[config.mk]
export PLATFORM = sky130hd
export DESIGN_NAME = tone_buzzer
export DESIGN_NICKNAME = d
export VERILOG_FILES = /design/src/rtl/tone_pkg.sv /design/src/rtl/tone_buffer.sv /design/src/rtl/tone_flags.sv /design/src/rtl/tone_wave.sv /design/src/rtl/tone_buzzer.sv
export SDC_FILE = /design/constraint.sdc
export NUM_CORES = 1
export LEC_CHECK = 0
export BUFFER_PORTS_ARGS = -buffer_cell sky130_fd_sc_hd__buf_2
export CORE_MARGIN = 5
export CORE_UTILIZATION = 45
export CTS_CLUSTER_DIAMETER = 150
export DETAILED_ROUTE_END_ITERATION = 10
export GPL_TIMING_DRIVEN = 1
export SLEW_MARGIN = 25
export SYNTH_ARGS = -nofsm -noshare
export SYNTH_HDL_FRONTEND = slang
export SYNTH_SLANG_ARGS = --single-unit
[constraint.sdc]
create_clock -name clk -period 2.85 [get_ports clk]
set_clock_uncertainty 0.15 [all_clocks]
set_input_delay 0.4275 -clock clk [delete_from_list [all_inputs] [get_ports clk]]
set_output_delay 0.4275 -clock clk [all_outputs]
set_load 0.01 [all_outputs]
[src/rtl/tone_pkg.sv]
package tone_pkg;
  parameter int FREQ_W = 8;
  parameter int LEN_W  = 6;
  parameter int CLR_W  = 2;

  localparam int CLR_EMPTY = 0;
  localparam int CLR_DONE  = 1;

  typedef struct packed {
    logic [FREQ_W-1:0] freq;
    logic [LEN_W-1:0]  len;
  } tone_cfg_t;

  function automatic logic cfg_legal(tone_cfg_t c);
    return (c.freq != '0) && (c.freq > FREQ_W'(c.len));
  endfunction
endpackage

[src/rtl/tone_buffer.sv]
module tone_buffer
  import tone_pkg::*;
(
  input  logic      clk,
  input  logic      rst,
  input  logic      wr_en,
  input  tone_cfg_t wr_cfg,
  input  logic      take,
  input  logic      flush,
  output tone_cfg_t hold_cfg,
  output logic      pending
);
  always_ff @(posedge clk) begin
    if (rst) begin
      hold_cfg <= '0;
      pending  <= 1'b0;
    end else begin
      if (wr_en) begin
        hold_cfg <= wr_cfg;
        pending  <= 1'b1;
      end else if (take || flush) begin
        pending  <= 1'b0;
      end
    end
  end
endmodule

[src/rtl/tone_flags.sv]
module tone_flags
  import tone_pkg::*;
(
  input  logic             clk,
  input  logic             rst,
  input  logic             wr_en,
  input  logic             load,
  input  logic             stop,
  input  logic [CLR_W-1:0] clr,
  output logic             empty,
  output logic             busy,
  output logic             done
);
  always_ff @(posedge clk) begin
    if (rst) begin
      empty <= 1'b1;
      busy  <= 1'b0;
      done  <= 1'b0;
    end else begin
      if (wr_en)                empty <= 1'b0;
      else if (load || stop)    empty <= 1'b1;
      else if (clr[CLR_EMPTY])  empty <= 1'b0;

      if (stop)                 busy <= 1'b0;
      else if (load)            busy <= 1'b1;

      if (stop)                 done <= 1'b1;
      else if (clr[CLR_DONE])   done <= 1'b0;
    end
  end
endmodule

[src/rtl/tone_wave.sv]
module tone_wave
  import tone_pkg::*;
(
  input  logic      clk,
  input  logic      rst,
  input  logic      tick,
  input  logic      load,
  input  tone_cfg_t load_cfg,
  input  logic      run,
  output logic      level
);
  tone_cfg_t         act_cfg;
  logic [FREQ_W-1:0] cnt;
  logic              legal;

  always_ff @(posedge clk) begin
    if (rst) begin
      act_cfg <= '0;
      cnt     <= '0;
    end else if (load) begin
      act_cfg <= load_cfg;
      cnt     <= '0;
    end else if (run && tick) begin
      cnt <= (cnt >= act_cfg.freq) ? '0 : cnt + 1'b1;
    end
  end

  always_comb begin
    legal = cfg_legal(act_cfg);
    level = run && legal && (cnt <= FREQ_W'(act_cfg.len));
  end
endmodule

[src/rtl/tone_buzzer.sv]
module tone_buzzer
  import tone_pkg::*;
(
  input  logic              clk,
  input  logic              rst,
  input  logic              snd_tick,
  input  logic              wr_data,
  input  logic [FREQ_W-1:0] wr_freq,
  input  logic [LEN_W-1:0]  wr_len,
  input  logic              stop_cmd,
  input  logic [CLR_W-1:0]  flag_clr,
  input  logic              inv_sel,
  output logic              buf_empty,
  output logic              busy,
  output logic              out_done,
  output logic              tone_out,
  output logic              tone_out_n
);
  tone_cfg_t wcfg, hold_cfg;
  logic      pending, take, raw;

  always_comb begin
    wcfg.freq = wr_freq;
    wcfg.len  = wr_len;
    take      = snd_tick && pending && !stop_cmd;
  end

  tone_buffer u_buf (
    .clk(clk), .rst(rst), .wr_en(wr_data), .wr_cfg(wcfg),
    .take(take), .flush(stop_cmd), .hold_cfg(hold_cfg), .pending(pending)
  );

  tone_flags u_flags (
    .clk(clk), .rst(rst), .wr_en(wr_data), .load(take), .stop(stop_cmd),
    .clr(flag_clr), .empty(buf_empty), .busy(busy), .done(out_done)
  );

  tone_wave u_wave (
    .clk(clk), .rst(rst), .tick(snd_tick), .load(take),
    .load_cfg(hold_cfg), .run(busy), .level(raw)
  );

  always_ff @(posedge clk) begin
    if (rst) begin
      tone_out   <= 1'b0;
      tone_out_n <= 1'b1;
    end else begin
      tone_out   <= raw ^ inv_sel;
      tone_out_n <= ~(raw ^ inv_sel);
    end
  end
endmodule

==> metrics.md, run 1 <==
| Metric | Value |
|---|---|
| Hold path depth | 3 |
| Netlist cell types | 43 |
| Average cell area after synthesis | ~8.7 sq um |
| RSZ-0062 raised after global routing | no |
| Top Ports | 27 |
| Critical Path Max Stage Delay | roughly 0.45 ns |
| Worst EP required | 2.95 ns |
| ANT cells | 0 |
| Antenna Nets Post-Route | 0 |
| Port bufs | 26 |
| Initial antenna violation count | 0 |
| TritonCTS clock tree | built |
| Setup ws final | 0.666 ns |
| Worst-Skew Late Latency | roughly 0.3 ns |
| Critical path launch point type | flop |
| Die Span Y | 79.1 microns |
| Initial Utilization | between 40% and 50% |
| Status | finished clean |
| Post_cts resized | 0 |
| Register bit total from synthesis | 42 |
| Vias in the first global route | between 1500 and 2000 |
| Fin nets | between 300 and 400 |
| Post-synth EDFFs | 0 |
| Placer Congestion | 0.827 |
| Final hold vios | 0 |
| Final Max Slew Viols | 0 |
| Critical Path, Cell by Cell | inv_1, ha_1, nand2b_1, a2111o_1, a211o_1, a31oi_2, and2_1 |
| Power per cell area | ~460 nW/um^2 |
| Slew @ Worst Pin | ~0.45 ns |
| Full die area | 6250 sq um |
| DR iter-0 viols | between 60 and 70 |
| Post-CTS Hold Buffers | 0 |
| Cell Area, Synth | approximately 2100 sq um |
| Max Clk Rate | roughly 0.46 GHz |
| Synthesis Warnings | 0 |
| Post-Layout Cell Count | between 300 and 400 |
| Vias per inst | ~5.3 |
| Post-synth net total | 290 |
| WL/cell | between 10 and 15 microns |
| Register area share after synthesis | 39.2% |
| Slew headroom | between 70% and 80% |
| Setup_tns | 0 ns |
| Leakage | between 1 and 1.5 nW |
| Max Root-Sink Buffers | 2 |
| Postcts setup bufs | 0 |
| Cts bufs inserted | 5 |
| Clock root buffer | clkbuf_8 |
| Peak supply drop | 335 uV |
| Crit-path max FO | 4 |
| Via count | roughly 1700 |
| Post-synthesis cell count | between 200 and 250 |
| Min Tclk post-route | 2.18 ns |
| Synth async-reset ratio | 0% |
| Post-Route WL | about 4.2 mm |
| Pin count of the biggest net entering global routing | 24 |
| Dpl ws | between 0.6 and 0.7 ns |
| GRT Residual Overflow | 0 |
| Total Routing Usage GR | roughly 15% |
| Detailed Routing Iterations Pass 1 | 6 |
| Hold Crit Class | in2reg |
| Max-cap violation count | 0 |
| Die W | between 70 and 80 microns |
| Worst path slowest cell | a2111o_1 |
| Layout cell share with drive strength beyond 1 | 15.6% |
| Fin crit share | approximately 77% |
| Drt drc | 0 |
| Synth-to-layout area growth | 12.9% |
| Post-Place Cells | roughly 320 |
| WS Path Type | reg2reg |
| First-pass GRT wire length | 7.32 mm |
| H-Tree Depth | 2 |
| CTS sink cnt | 42 |
| Worst endpoint data arrival time | between 2 and 2.5 ns |
| Final setup viols | 0 |
| Site Rows | 25 |
| Post-synth top flop | dfxtp_1 |
| Crit end category | flop |
| Worst-path clk slew | ~0.090 ns |
| Core area | roughly 4700 sq um |
| HPWL after detailed placement | around 3.2 mm |
| R2r worst-path depth | 7 |
[worst paths after layout]
path | from | to | slack, ns
max | u_wave.cnt[0] | u_wave.cnt[5] | 0.67
max reg2reg | u_wave.cnt[0] | u_wave.cnt[5] | 0.67
min reg2reg | u_buf.hold_cfg[0] | u_wave.act_cfg[0] | 0.30
min | wr_len[4] | u_buf.hold_cfg[4] | 0.20
[Yosys cell counts, types with 2 or more instances]
library cell	number	share of area (%)
o21ai_0	3	0.70
nor2_1	21	3.7
nor3_1	5	1.2
mux2i_1	16	7.5
nor2b_1	2	0.58
o2111ai_1	3	1.2
o21a_1	3	1.0
a21o_1	3	1.0
ha_1	21	12
or4_1	2	0.70
nand3_1	8	1.9
and2_1	4	1.2
o211ai_1	2	0.70
xnor2_1	2	0.82
clkbuf_1	8	1.4
xor2_1	2	0.82
dfxtp_1	42	39
a21oi_1	21	4.9
nand2_1	34	5.9
nand2b_1	3	0.87
inv_1	20	3.5
[placed cells by master, fill, tap and decap left out, drive strengths merged, types with 3 or more instances in the layout]
master and instances:
and2 4, nand3 8, o21a 3, a21o 3
buf 29, clkbuf 5, o21ai 4, mux2i 16
inv 21, nor3 5, o2111ai 3, ha 21
nand2 34, dfxtp 42, nand2b 3, a21oi 22
nor2 21
[report_power, final]
part	switching, mW	internal, mW	total (mW)	leakage, nW
registers	0.00983	0.605	0.615	0.343
clock network	0.224	0.175	0.400	0.0408
logic	0.0478	0.0415	0.0893	0.632
[registers in the layout, indices dropped and copies added, names as in the netlist]
register / flops
u_flags.busy: 1
u_wave.cnt: 8
u_flags.empty: 1
u_buf.pending: 1
tone_out_n: 1
tone_out: 1
u_buf.hold_cfg: 14
u_wave.act_cfg: 14
u_flags.done: 1
[through the flow]
step	power [mW]	util [%]	instance area, sq um	hold WS [ns]
2_1_floorplan	0.686	-	2150	0.281
3_3_place_gp	0.718	50.0	2330	0.291
3_5_place_dp	0.719	50.0	2330	0.297
4_1_cts	1.12	52.0	2420	0.198
5_1_grt	1.16	52.0	2420	0.197
6_report	1.10	52.0	2420	0.205
[metal layers]
metal  vias up  wire length, microns  GRT usage, %
met2        27                  1910          23.3
li1        910                     -             -
met4         0                    70          6.70
met1       787                  2100          19.6
met3         7                   120          3.51
met5         -                     0             0
[area by class of cell]
class / count / area (sq um)
well taps: 54 / 67.6
clock buffers: 5 / 68.8
multi-input cells: 176 / 1190
repair buffers: 29 / 153
inverters: 20 / 75.1
clock inverters: 3 / 23.8
fillers: 450 / 2240
flip-flops and latches: 42 / 841
[kinds of logic (layout without fill, tap and decap cells)]
family,after synthesis,in the layout,synth area share (%)
simple gates,86,86,18.4
compound gates,48,48,15.3
flops,42,42,39.2
buf+inv,29,57,5.13
fa+ha+maj,21,21,12.2
mux,17,17,8.16
xor+xnor,4,4,1.63
[worst max-delay path: cells and delay by family (launching register included)]
kind / cells / cell delay [ns]
buffers and inverters: 1 / 0.09
AOI/OAI and AO/OA: 3 / 0.92
DFF: 1 / 0.40
and+or+nand+nor: 2 / 0.30
adders and majority gates: 1 / 0.28
Power figures use the tool's default switching activity.
==> inputs of run 2 (changes only) <==
--- a/config.mk
+++ b/config.mk
@@ -5,12 +5,14 @@
 export SDC_FILE = /design/constraint.sdc
 export NUM_CORES = 1
 export LEC_CHECK = 0
+export ABC_AREA = 1
 export BUFFER_PORTS_ARGS = -buffer_cell sky130_fd_sc_hd__buf_2
 export CORE_MARGIN = 5
 export CORE_UTILIZATION = 45
 export CTS_CLUSTER_DIAMETER = 150
 export DETAILED_ROUTE_END_ITERATION = 10
 export GPL_TIMING_DRIVEN = 1
+export PLACE_DENSITY = 0.67
 export SLEW_MARGIN = 25
 export SYNTH_ARGS = -nofsm -noshare
 export SYNTH_HDL_FRONTEND = slang
==> constraint.sdc (replaced) <==
create_clock -name clk -period 2 [get_ports clk]
set_clock_uncertainty 0.15 [all_clocks]
set_input_delay 0.3 -clock clk [delete_from_list [all_inputs] [get_ports clk]]
set_output_delay 0.3 -clock clk [all_outputs]
set_load 0.01 [all_outputs]
==> metrics.md, run 2 <==
| Metric | Value |
|---|---|
| Tot Pwr | 1.75 mW (+58%) |
| Postcts setup bufs | 0 (unchanged) |
| Fin crit share | 88.8% (+12 points) |
| Commonest non-fill, non-tap cell in the layout | nor2_1 |
| Pin count of the biggest net entering global routing | 32 (+33%) |
| Vias in the first global route | 1616 (-1.5%) |
| Post-CTS Hold Buffers | 0 (unchanged) |
| Worst endpoint data arrival time | 1.84 ns (-0.44 ns) |
| Total Routing Usage GR | 13.7% (-1.2 points) |
| Post-synth EDFFs | 0 (unchanged) |
| Synth-to-layout area growth | 13.6% |
| Slew headroom | 70.9% (+0.59 points) |
| Placer Congestion | 0.801 (-3.1%) |
| ANT cells | 0 (unchanged) |
| Filler cells | 446 (-0.89%) |
| Initial Utilization | 47.1% (+1.1 points) |
| Status | finished clean |
| Final Max Slew Viols | 0 (unchanged) |
| Worst EP required | 2.07 ns (-0.88 ns) |
| Post-synth top flop | dfxtp_1 |
| DR iter-0 viols | 46 (-27%) |
| Die W | 78.2 microns (-1.1%) |
| Synthesis Warnings | 0 (unchanged) |
| Full die area | 6120 sq um (-2.1%) |
| Dpl ws | 0.231 ns (-0.426 ns) |
| Power per cell area | 736 nW/um^2 (+62%) |
| Max Root-Sink Buffers | 2 (unchanged) |
| Post-Synth XOR/XNOR Area | 2.51% (+0.88 points) |
| Post-synthesis cell count | 277 (+12%) |
| Count leader, synth | nor2_1 |
| Slew @ Worst Pin | 0.436 ns (-0.00932 ns) |
| Netlist cell types | 24 (-44%) |
| Max-cap violation count | 0 (unchanged) |
| Site Rows | 24 (-4.0%) |
| CTS sink cnt | 42 (unchanged) |
| Register bit total from synthesis | 42 (unchanged) |
| Post-Route WL | 3.78 mm (-10%) |
| Clock root buffer | clkbuf_8 |
| Compound-Gate Fraction of Synth Area | 13.3% (-2.0 points) |
| FF-to-FF Start | u_wave.cnt[5] |
| First-pass GRT wire length | 7.01 mm (-4.2%) |
| Crit end category | flop |
| Detailed Routing Iterations Pass 1 | 4 (-2) |
| Min Tclk post-route | 1.78 ns (-0.409 ns) |
| Peak supply drop | 505 uV (+51%) |
| Average cell area after synthesis | 7.56 sq um (-13%) |
| H-Tree Depth | 2 (unchanged) |
| RSZ-0062 raised after global routing | no |
| Post-Synth Simple-Gate Area | 23.2% (+4.8 points) |
| Worst-path clk slew | 0.08 ns (about the same) |
| Setup ws final | 0.225 ns (-0.441 ns) |
| GRT Residual Overflow | 0 (unchanged) |
| Setup_tns | 0 ns (unchanged) |
| Critical Path, Cell by Cell | ha_1, a21oi_1, nor2_1, nor3_1, nand3_1, nand2_1, nand2_1, nor2_1 |
| Fin nets | 347 (+9.5%) |
| Critical Path Max Stage Delay | 0.46 ns (about the same) |
| Post-synth net total | 320 (+10%) |
| Via count | 1712 (-1.1%) |
| Leakage | 1.16 nW (+15%) |
| Post-synthesis mux area share | 0.478% (-7.7 points) |
| Synth top area share | 40.2% (+0.98 points) |
| Register area share after synthesis | 40.2% (+0.98 points) |
| TritonCTS clock tree | built |
| Initial antenna violation count | 0 (unchanged) |
| Final setup viols | 0 (unchanged) |
| Vias per inst | 4.80 (-8.9%) |
| Drt drc | 0 (unchanged) |
| Port bufs | 26 (unchanged) |
| Final hold vios | 0 (unchanged) |
| WS Path Type | reg2reg |
| Most frequent cells in the layout | nor2_1 (48), nand2_1 (42), dfxtp_1 (42), inv_1 (33), buf_2 (26) |
| Yosys top cell by area | dfxtp_1 |
| Layout cell share with drive strength beyond 1 | 15.1% (-0.55 points) |
| Critical path launch point type | flop |
| Max Clk Rate | 0.563 GHz (+23%) |
| Top cells by area, synth | dfxtp_1 (40%), ha_1 (13%), nor2_1 (8.6%) |
| Antenna Nets Post-Route | 0 (unchanged) |
| Die Span Y | 78.2 microns (-1.1%) |
| Synth async-reset ratio | 0% (unchanged) |
| Cts bufs inserted | 5 (unchanged) |
| WL/cell | 10.6 microns (-17%) |
| Crit-path max FO | 8 (+4) |
| Post_cts resized | 0 (unchanged) |
| Top Ports | 27 (unchanged) |
| Core area | 4440 sq um (-4.6%) |
| Worst-Skew Late Latency | 0.29 ns (about the same) |
| Synthesized-area fraction occupied by adder cells | 12.6% (+0.31 points) |
| HPWL after detailed placement | 2.94 mm (-7.4%) |
| Synth top cells by count | nor2_1 (48), dfxtp_1 (42), nand2_1 (42) |
| Hold Crit Class | in2reg |
| Min-delay src | rst |
| Largest family of logic cells by synthesized area | simple AND/OR/NAND/NOR gates |
| Largest regs | u_buf.hold_cfg: 14 flops, u_wave.act_cfg: 14 flops, u_wave.cnt: 8 flops |
| Worst setup startpoint | u_wave.cnt[5] |
| Cell Area, Synth | 2090 sq um (-2.4%) |
| Worst path slowest cell | dfxtp_1 |
[run 2: changes by cell type after synthesis, moves of 5 or more]
| cell | delta |
|---|---|
| o21ai_1 | +5 |
| inv_1 | +13 |
| o21ai_0 | +22 |
| nand2_1 | +8 |
| mux2i_1 | -15 |
| nor2_1 | +27 |
[run 2: worst paths after layout]
check	to	slack, ns	cells past startpoint
max reg2reg	u_wave.cnt[5]	0.22	8
max	u_wave.cnt[5]	0.22	8
min	u_buf.pending	0.07	2
min reg2reg	u_wave.act_cfg[12]	0.32	2
[run 2: where the power goes]
part / internal [mW] / total [mW] / switching [mW]
Clock: 0.373 / 0.665 / 0.293
Combinational: 0.0778 / 0.194 / 0.116
Sequential: 0.873 / 0.890 / 0.0166
Total: 1.32 / 1.75 / 0.425
[run 2: per-layer routing]
layer / track usage [%] / vias to the layer above / wire [microns]
li1: - / 941 / -
met1: 18.4 / 741 / 1940
met2: 22.2 / 25 / 1670
met3: 3.43 / 5 / 146
met4: 3.50 / 0 / 29
met5: 0 / - / 0
[run 2: cell families (layout without fill, tap and decap cells)]
kind of cell	after synthesis	count (layout)
fa+ha+maj	21	21
buf+inv	43	71
mux	1	1
simple gates	109	109
flops	42	42
compound gates	55	55
xor+xnor	6	6
[run 2: stage by stage]
stage	util (%)	instances	hold WS, ns	cell area (sq um)
after floorplan	-	277	0.219	2090
after global placement	51.0	349	0.305	2270
after detailed placement	51.0	349	0.319	2270
after CTS	53.5	357	0.0646	2380
after global routing	53.5	357	0.0766	2380
final	53.5	357	0.0706	2380
[run 2: worst max-delay path: cells and delay by family, from the launching register on]
family                   cells  cell delay (ns)
AND/OR/NAND/NOR              6             0.67
flip-flops                   1             0.46
adder cells (fa/ha/maj)      1             0.28
AO/OA/AOI/OAI                1             0.14
[run 2: cell type report]
| class | count | area [sq um] | share of cell area [%] |
|---|---|---|---|
| Clock buffer | 6 | 72.6 | 3.05 |
| Clock inverter | 2 | 37.5 | 1.58 |
| Inverter | 36 | 135 | 5.68 |
| Multi-Input combinational cell | 192 | 1090 | 45.8 |
| Sequential cell | 42 | 841 | 35.4 |
| Tap cell | 52 | 65.1 | 2.74 |
| Timing Repair Buffer | 27 | 138 | 5.79 |
==> inputs of run 3 (changes only) <==
--- a/config.mk
+++ b/config.mk
@@ -6,13 +6,12 @@
 export NUM_CORES = 1
 export LEC_CHECK = 0
 export ABC_AREA = 1
-export BUFFER_PORTS_ARGS = -buffer_cell sky130_fd_sc_hd__buf_2
 export CORE_MARGIN = 5
 export CORE_UTILIZATION = 45
 export CTS_CLUSTER_DIAMETER = 150
 export DETAILED_ROUTE_END_ITERATION = 10
+export DONT_BUFFER_PORTS = 1
 export GPL_TIMING_DRIVEN = 1
-export PLACE_DENSITY = 0.67
 export SLEW_MARGIN = 25
 export SYNTH_ARGS = -nofsm -noshare
 export SYNTH_HDL_FRONTEND = slang
==> metrics.md, run 3 (same netlist as run 2, synthesis figures left out) <==
| Metric | Value |
|---|---|
| Top Ports | 27 (unchanged) |
| GRT Residual Overflow | 0 (unchanged) |
| Hold path depth | 3 (+1) |
| Detailed Routing Iterations Pass 1 | 4 (unchanged) |
| Post-Route WL | 3.94 mm (+4.3%) |
| Critical path launch point type | flop |
| Crit path depth | 8 (unchanged) |
| DP Area | 2140 sq um (-5.7%) |
| Port bufs | 0 (-100%) |
| Worst path slowest cell | dfxtp_1 |
| Peak supply drop | 419 uV (-17%) |
| Final core occ | 54.4% (+0.90 points) |
| Min-delay src | inv_sel |
| Min Tclk post-route | 1.78 ns (+0.00280 ns) |
| Leakage | 1.13 nW (-2.8%) |
| ANT cells | 0 (unchanged) |
| Site Rows | 24 (unchanged) |
| Final instance area | 2420 sq um (+1.7%) |
| Fin crit share | 88.9% (+0.14 points) |
| HPWL after detailed placement | 2.90 mm (-1.4%) |
| Die W | 78.2 microns (unchanged) |
| Critical Path Max Stage Delay | 0.46 ns (about the same) |
| Clock root buffer | clkbuf_8 |
| Initial antenna violation count | 0 (unchanged) |
| Fin Hold WS | 0.0142 ns (-0.0564 ns) |
| Worst EP required | 2.08 ns (about the same) |
| Final Max Slew Viols | 0 (unchanged) |
| R2r worst-path depth | 8 (unchanged) |
| Power per cell area | 723 nW/um^2 (-1.7%) |
| Multi-input logic area | 1090 sq um (unchanged) |
| R2R setup slack | 0.22 ns (about the same) |
| Full die area | 6120 sq um (unchanged) |
| H-Tree Depth | 2 (unchanged) |
| RSZ-0062 raised after global routing | no |
| Layout cell share with drive strength beyond 1 | 6.76% (-8.3 points) |
| Switching share of total power | 24.0% (-0.27 points) |
| Vias in the first global route | 1590 (-1.6%) |
| DR iter-0 viols | 38 (-17%) |
| Dpl ws | 0.217 ns (-0.0137 ns) |
| Net Switching | 0.420 mW (-1.1%) |
| Via count | 1703 (-0.53%) |
| Register area | 841 sq um (unchanged) |
| First-pass GRT wire length | 6.88 mm (-1.9%) |
| FF-to-FF Start | u_wave.cnt[5] |
| Final setup viols | 0 (unchanged) |
| Hold Crit Class | in2reg |
| Crit end category | flop |
| Total Routing Usage GR | 13.7% (about the same) |
| Cts bufs inserted | 5 (unchanged) |
| Max-cap violation count | 0 (unchanged) |
| Max Root-Sink Buffers | 2 (unchanged) |
| WL/cell | 11.3 microns (+7.0%) |
| Core area | 4440 sq um (unchanged) |
| Largest regs | u_buf.hold_cfg: 14 flops, u_wave.act_cfg: 14 flops, u_wave.cnt: 8 flops |
| Worst endpoint data arrival time | 1.85 ns (about the same) |
| Die Span Y | 78.2 microns (unchanged) |
| Sequential power share | 51.1% (+0.2 points) |
| Vias per inst | 4.89 (+2.0%) |
| Comb power frac | 10.7% (-0.4 points) |
| Worst-Skew Late Latency | 0.29 ns (about the same) |
| Final hold vios | 0 (unchanged) |
| Family with the most delay on the worst path | simple AND/OR/NAND/NOR gates |
| Worst hold endpoint | tone_out_n |
| Setup_tns | 0 ns (unchanged) |
| Setup ws final | 0.222 ns (-0.00280 ns) |
| Status | finished clean |
| R2R Path End | u_wave.cnt[1] |
| Initial Utilization | 47.1% (unchanged) |
| Critical Path, Cell by Cell | ha_1, a21oi_1, nor2_1, nor3_1, nand3_1, nand2_1, nand2_1, nor2_1 |
| Crit-path max FO | 8 (unchanged) |
| Postcts setup bufs | 0 (unchanged) |
| Drt drc | 0 (unchanged) |
| Most frequent cells in the layout | nor2_1 (48), nand2_1 (42), dfxtp_1 (42), inv_1 (33), o21ai_0 (25) |
| Commonest non-fill, non-tap cell in the layout | nor2_1 |
| CTS sink cnt | 42 (unchanged) |
| Synth-to-layout area growth | 15.5% |
| Clock share of power | 38.2% (+0.2 points) |
| Worst-path clk slew | 0.08 ns (about the same) |
| Slew @ Worst Pin | 0.477 ns (+0.0409 ns) |
| WS Path Type | reg2reg |
| TritonCTS clock tree | built |
| Max Clk Rate | 0.562 GHz (-0.16%) |
| Pin count of the biggest net entering global routing | 31 (-3.1%) |
| Bufs and invs on worst path | 0 (unchanged) |
| Slew headroom | 68.2% (-2.7 points) |
| Antenna Nets Post-Route | 0 (unchanged) |
| Int Power | 1.33 mW (+0.33%) |
| Fin nets | 338 (-2.6%) |
| Placer Congestion | 0.762 (-4.9%) |
| Filler cells | 446 (unchanged) |
-- run 3: cell type report --
type                    instances  share of cell area (%)
repair buffers                 18                    7.35
clock inverters                 2                    1.55
inverters                      36                    5.59
well taps                      52                    2.69
multi-input cells             192                    45.0
flip-flops and latches         42                    34.8
clock buffers                   6                    3.00
-- run 3: stage by stage --
step / power (mW) / cells
after floorplan: 1.04 / 277
after global placement: 1.07 / 323
after detailed placement: 1.07 / 323
after CTS: 1.77 / 348
after global routing: 1.85 / 348
final: 1.75 / 348
-- run 3: per-layer routing --
metal / up-vias / track usage, % / part of all wire [%]
met5: - / 0 / 0
met4: 0 / 4.72 / 1.4
met3: 7 / 3.55 / 3.6
met2: 24 / 23.5 / 46
met1: 754 / 16.7 / 49
li1: 918 / - / -
-- run 3: worst max-delay path by stage --
stage / slack (ns) / start / to
detailed placement: 0.22 / u_wave.cnt[5] / u_wave.cnt[1]
floorplan: 0.42 / u_wave.cnt[5] / u_wave.cnt[0]
global placement: 0.28 / u_wave.cnt[5] / u_wave.cnt[7]
global route: 0.02 / u_wave.cnt[5] / u_wave.cnt[5]
finish: 0.22 / u_wave.cnt[5] / u_wave.cnt[1]
CTS: 0.20 / u_wave.cnt[5] / u_wave.cnt[1]
-- run 3: power by group through the flow --
stage          combinational, mW  clock (mW)  sequential (mW)
3_5_place_dp               0.161           0            0.913
6_report                   0.187       0.667            0.893
3_3_place_gp               0.160           0            0.912
2_1_floorplan              0.135           0            0.908
5_1_grt                    0.217       0.728            0.899
4_1_cts                    0.188       0.689            0.894
-- run 3: worst reg2reg max path: stages, from the launching register on --
cell and delay (ns):
dfxtp_1 0.46, ha_1 0.29, a21oi_1 0.15, nor2_1 0.05, nor3_1 0.14, nand3_1 0.09, nand2_1 0.06, nand2_1 0.18
nor2_1 0.15
-- run 3: repair_timing --
item                                   CTS  global route
hold buffers                            17             0
resized for setup                        0             0
endpoints found under the hold margin   18             0
